[config.mk]
export PLATFORM = sky130hd
export DESIGN_NAME = mfc_status_reg
export DESIGN_NICKNAME = d
export VERILOG_FILES = /design/src/rtl/mfc_pkg.sv /design/src/rtl/mfc_clear_decode.sv /design/src/rtl/mfc_event_counter.sv /design/src/rtl/mfc_word_pack.sv /design/src/rtl/mfc_status_reg.sv
export SDC_FILE = /design/constraint.sdc
export NUM_CORES = 1
export LEC_CHECK = 0
export BUFFER_PORTS_ARGS = -buffer_cell sky130_fd_sc_hd__buf_2
export CAP_MARGIN = 40
export CORE_MARGIN = 2
export CORE_UTILIZATION = 40
export DETAILED_ROUTE_END_ITERATION = 8
export SETUP_SLACK_MARGIN = 0.1
export SLEW_MARGIN = 10
export SYNTH_ARGS = -nofsm -noshare
export SYNTH_HDL_FRONTEND = slang
export SYNTH_SLANG_ARGS = --single-unit
[constraint.sdc]
create_clock -name clk -period 2.2 [get_ports clk]
set_input_delay 0.66 -clock clk [delete_from_list [all_inputs] [get_ports clk]]
set_output_delay 0.66 -clock clk [all_outputs]
set_load 0.01 [all_outputs]
[src/rtl/mfc_pkg.sv]
package mfc_pkg;
    localparam int WORD_W     = 32;
    localparam int BE_W       = 4;
    localparam int NOBUF_W    = 16;
    localparam int OVF_W      = 11;
    localparam int NOBUF_LANE = 0;
    localparam int OVF_LANE   = 2;
endpackage

[src/rtl/mfc_clear_decode.sv]
module mfc_clear_decode #(
    parameter int BE_W   = 4,
    parameter int LANE_A = 0,
    parameter int LANE_B = 2
) (
    input  logic            rd_en_i,
    input  logic [BE_W-1:0] rd_be_i,
    output logic            clr_a_o,
    output logic            clr_b_o
);
    logic unused_be;
    assign unused_be = ^rd_be_i;

    always_comb begin
        clr_a_o = rd_en_i & rd_be_i[LANE_A];
        clr_b_o = rd_en_i & rd_be_i[LANE_B];
    end
endmodule

[src/rtl/mfc_event_counter.sv]
module mfc_event_counter #(
    parameter int WIDTH = 16
) (
    input  logic             clk,
    input  logic             rst_n,
    input  logic             inc_i,
    input  logic             clr_i,
    output logic [WIDTH-1:0] count_o,
    output logic             wrapped_o
);
    typedef struct packed {
        logic [WIDTH-1:0] count;
        logic             wrapped;
    } state_t;

    localparam logic [WIDTH-1:0] ONE = {{(WIDTH-1){1'b0}}, 1'b1};

    state_t st_d, st_q;

    always_comb begin
        st_d = st_q;
        if (clr_i) begin
            st_d.wrapped = 1'b0;
            st_d.count   = inc_i ? ONE : '0;
        end else if (inc_i) begin
            st_d.count = st_q.count + ONE;
            if (&st_q.count) begin
                st_d.wrapped = 1'b1;
            end
        end
    end

    always_ff @(posedge clk or negedge rst_n) begin
        if (!rst_n) begin
            st_q <= '0;
        end else begin
            st_q <= st_d;
        end
    end

    assign count_o   = st_q.count;
    assign wrapped_o = st_q.wrapped;

    AST_CLR_TO_ZERO: assert property (@(posedge clk) disable iff (!rst_n)
        clr_i && !inc_i |=> count_o == '0 && !wrapped_o);
    AST_CLR_KEEPS_EVENT: assert property (@(posedge clk) disable iff (!rst_n)
        clr_i && inc_i |=> count_o == ONE && !wrapped_o);
    AST_IDLE_HOLDS: assert property (@(posedge clk) disable iff (!rst_n)
        !clr_i && !inc_i |=> $stable(count_o) && $stable(wrapped_o));
    AST_STEP_ONE: assert property (@(posedge clk) disable iff (!rst_n)
        !clr_i && inc_i |=> count_o == WIDTH'($past(count_o) + ONE));
    AST_WRAP_SETS_FLAG: assert property (@(posedge clk) disable iff (!rst_n)
        !clr_i && inc_i && (&count_o) |=> wrapped_o);
    AST_FLAG_FALLS_ON_CLEAR: assert property (@(posedge clk) disable iff (!rst_n)
        $fell(wrapped_o) |-> $past(clr_i));
endmodule

[src/rtl/mfc_word_pack.sv]
module mfc_word_pack #(
    parameter int WORD_W = 32,
    parameter int A_W    = 16,
    parameter int B_W    = 11
) (
    input  logic [A_W-1:0]    cnt_a_i,
    input  logic              flag_a_i,
    input  logic [B_W-1:0]    cnt_b_i,
    input  logic              flag_b_i,
    output logic [WORD_W-1:0] word_o
);
    localparam int A_FLAG_POS = A_W;
    localparam int B_LSB      = A_FLAG_POS + 1;
    localparam int B_FLAG_POS = B_LSB + B_W;

    always_comb begin
        word_o               = '0;
        word_o[A_W-1:0]      = cnt_a_i;
        word_o[A_FLAG_POS]   = flag_a_i;
        word_o[B_LSB +: B_W] = cnt_b_i;
        word_o[B_FLAG_POS]   = flag_b_i;
    end
endmodule

[src/rtl/mfc_status_reg.sv]
module mfc_status_reg
    import mfc_pkg::*;
#(
    parameter int DATA_W   = WORD_W,
    parameter int BYTE_EN_W = BE_W,
    parameter int A_W      = NOBUF_W,
    parameter int B_W      = OVF_W
) (
    input  logic                 clk,
    input  logic                 rst_n,
    input  logic                 nobuf_drop_i,
    input  logic                 rx_ovf_i,
    input  logic                 rd_en_i,
    input  logic [BYTE_EN_W-1:0] rd_be_i,
    output logic [DATA_W-1:0]    rd_data_o
);
    localparam int USED_W = A_W + B_W + 2;

    logic           clr_a, clr_b;
    logic [A_W-1:0] cnt_a;
    logic [B_W-1:0] cnt_b;
    logic           flag_a, flag_b;

    mfc_clear_decode #(
        .BE_W  (BYTE_EN_W),
        .LANE_A(NOBUF_LANE),
        .LANE_B(OVF_LANE)
    ) u_dec (
        .rd_en_i(rd_en_i),
        .rd_be_i(rd_be_i),
        .clr_a_o(clr_a),
        .clr_b_o(clr_b)
    );

    mfc_event_counter #(.WIDTH(A_W)) u_nobuf (
        .clk      (clk),
        .rst_n    (rst_n),
        .inc_i    (nobuf_drop_i),
        .clr_i    (clr_a),
        .count_o  (cnt_a),
        .wrapped_o(flag_a)
    );

    mfc_event_counter #(.WIDTH(B_W)) u_ovf (
        .clk      (clk),
        .rst_n    (rst_n),
        .inc_i    (rx_ovf_i),
        .clr_i    (clr_b),
        .count_o  (cnt_b),
        .wrapped_o(flag_b)
    );

    mfc_word_pack #(
        .WORD_W(DATA_W),
        .A_W   (A_W),
        .B_W   (B_W)
    ) u_pack (
        .cnt_a_i (cnt_a),
        .flag_a_i(flag_a),
        .cnt_b_i (cnt_b),
        .flag_b_i(flag_b),
        .word_o  (rd_data_o)
    );

    AST_RSVD_ZERO: assert property (@(posedge clk) disable iff (!rst_n)
        rd_data_o[DATA_W-1:USED_W] == '0);
    AST_A_UNTOUCHED_BY_B: assert property (@(posedge clk) disable iff (!rst_n)
        !nobuf_drop_i && !(rd_en_i && rd_be_i[NOBUF_LANE])
        |=> $stable(rd_data_o[A_W:0]));
    AST_B_UNTOUCHED_BY_A: assert property (@(posedge clk) disable iff (!rst_n)
        !rx_ovf_i && !(rd_en_i && rd_be_i[OVF_LANE])
        |=> $stable(rd_data_o[USED_W-1:A_W+1]));
endmodule

==> results.cfg <==
[run_status]
status = finished clean

[route]
wirelength_microns = 3317
vias_per_cell = 5.340
dr.pass1.iters = 4
vias = 1287
ant_nets = 0
wl_per_cell_microns = 13.76
drc = 0
first_iter_violations = 108

[critical_path]
worstPathArrival_ns = 0.95
cpLargestDelayFamily = flip-flops
crit_path_top_delay_cell = dfrtp_1
cp_cell_sequence = buf_2
required_ns = 1.54
r2r-start = u_nobuf.count_o[0]
start_kind = flip-flop
end_kind = output port
cp_max_fo = 9
cpPeakStageDelay_ns = 0.49
crit_type = reg -> out
crit_start = u_nobuf.count_o[5]
cp_num_buf_inv = 1

[place]
gp_routability_congestion = 0.6857
pre_cts_ws_ns = 0.3558
placed_cell_area_sq_um = 1725
dp.cells = 233
place_hpwl_microns = 2451
numPortBuffers = 35

[power_and_ir_drop]
p_int_mw = 0.9168
power_frac_seq_pct = 50.2
powerDensity_nw_per_um2 = 744.4
leakage_nw = 0.8438
switching_power_mw = 0.4272
ir_drop_mv = 0.4568
power_frac_comb_pct = 19.1
switching_share_pct = 31.79
clockPowerShare_pct = 30.7

[global_route]
grt_usage_pct = 17.37
antenna_found_initial = 0
grt_remaining_overflow = 0
grt_pass1_wl_microns = 5740
grt_max_degree = 30
grt_pass1_vias = 1276

[timing]
relSlewSlack_pct = 55.77
worstMarginPinSlew_ns = 0.6635
setup_violations = 0
tns_ns = 0
fin_crit_ns = 1.606
finalCritPeriodShare_pct = 73.00
hold_violations = 0
worst_slack_ns = 0.5940
rsz0062_at_grt = no
clock_skew_ns = 0.003483
finalMaxSlewViolations = 0
hold-worst-slack_ns = 0.4164
max_freq_ghz = 0.6227

[synth]
synth_top_area_share_pct = 46.96
synth_area_per_cell_sq_um = 9.780
synth_compound_area_share_pct = 10.53
ys_types = 32
ys_ff_latch = 29
synth.top_cells.by_count = dfrtp_1, nand2_1, a21oi_1, nand4_1, nor2_1
ys_warn_count = 0
synth_area_sq_um = 1545
netlist_instances = 158
ys.flop_type = dfrtp_1
seq_area_frac_synth_pct = 46.96
synth_xor_area_share_pct = 4.534
synth_top_family_by_area = simple AND/OR/NAND/NOR gates
synthTopCellsByArea = dfrtp_1, nand2_1, nand4_1, mux2i_1, or4_1
synthMuxAreaShare_pct = 4.615
synth_edf_count = 0
synth_most_common_cell = dfrtp_1
synth_simple_gate_area_share_pct = 25.51
synthAdderAreaFrac_pct = 1.619
synth_area_leader_cell = dfrtp_1
async_flop_share_pct = 100.0

[cts]
clkTransAtPathRegs_ns = 0.06
htreeDepth = 2
numCtsBuffers = 5
post-cts-setup-buffers = 0
cts.hold.buffers_added = 0
cts_buffer_depth = 2
cts.sinks = 29
ctsResizeCount = 0
cts_tree = done
cts_root_buf = clkbuf_8
clk_latency_ns = 0.28

[floorplanning]
core_sq_um = 3689
ios = 41
die_x_microns = 66.16
die_area_sq_um = 4376
die_h_microns = 66.16
start_util_pct = 41.89
rows = 22

[final_layout]
area_delta_synth_final_pct = 16.84
antenna_cells = 0
final_area_sq_um = 1805
fin_cells = 241
drive_above_1_share_pct = 23.32
nets = 203

[flow_run]
maxCapViolCount = 0

[min_path]
hp-class = in -> async
[routing by layer]
layer	vias to the layer above	global-route usage (%)	share of wire [%]	routed length (microns)
met4	0	5.612	0.57	19
met1	616	20.67	43	1423
met2	32	29.50	51	1680
li1	637	-	-	-
met3	2	5.622	5.8	193
met5	-	0	0	0
[per-stage QoR]
stage	power, mW	utilization [%]
final	1.344	48.95
after global placement	0.9315	46.78
after detailed placement	0.9465	46.78
after CTS	1.366	48.95
after global routing	1.439	48.95
after floorplan	0.8309	-
[kinds of logic after synthesis]
family | after synthesis
simple gates | 69
buf+inv | 16
other cells | 1
mux | 7
fa+ha+maj | 2
compound gates | 26
xor+xnor | 8
flops | 29
[power groups by stage]
| stage | Clock (mW) | Combinational, mW | Sequential [mW] |
|---|---|---|---|
| 6_report | 0.413 | 0.256 | 0.675 |
| 5_1_grt | 0.454 | 0.299 | 0.686 |
| 4_1_cts | 0.425 | 0.263 | 0.678 |
| 3_5_place_dp | 0 | 0.260 | 0.686 |
| 3_3_place_gp | 0 | 0.250 | 0.681 |
| 2_1_floorplan | 0 | 0.135 | 0.696 |
[cell type report]
class	instances	area (sq um)
Clock buffer	8	80.08
Fill cell	371	1883
Inverter	4	15.01
Multi-Input combinational cell	115	734.5
Sequential cell	29	725.7
Tap cell	48	60.06
Timing Repair Buffer	37	190.2
[registers in the layout, indices dropped and copies added, names as in the netlist]
signal,flops
u_ovf.count_o,11
u_nobuf.wrapped_o,1
u_nobuf.count_o,16
u_ovf.wrapped_o,1
[final timing paths]
kind | end | slack (ns) | cells past startpoint
worst max register to register | u_nobuf.count_o[6] | 0.65 | 4
max in group asynchronous | u_nobuf.count_o[5] | 1.35 | 1
worst min-delay path | u_nobuf.wrapped_o | 0.42 | 1
worst min register to register | u_nobuf.wrapped_o | 0.48 | 2
worst max-delay path | rd_data_o[5] | 0.59 | 1
min in group clk | u_nobuf.wrapped_o | 0.48 | 2
[cells in the final DEF, fill, tap and decap left out]
master	instances
ha_1	2
xnor2_1	2
o31a_1	1
nor3_1	1
nor4_1	5
a21oi_1	10
o21ai_0	3
inv_1	4
buf_4	2
nand4_1	10
nand4_2	1
clkbuf_1	3
a22o_1	1
mux2i_1	6
o31ai_1	7
xor2_1	6
nand2b_1	4
clkbuf_8	5
nor4_2	1
nand4_4	1
nand2_1	18
dfrtp_1	29
o21a_1	3
and2_1	3
conb_1	3
buf_2	35
or3_1	3
or4_1	8
nand3_1	5
o21ai_1	1
nor2_1	9
mux2_1	1
(Power assumes the default switching activity.)
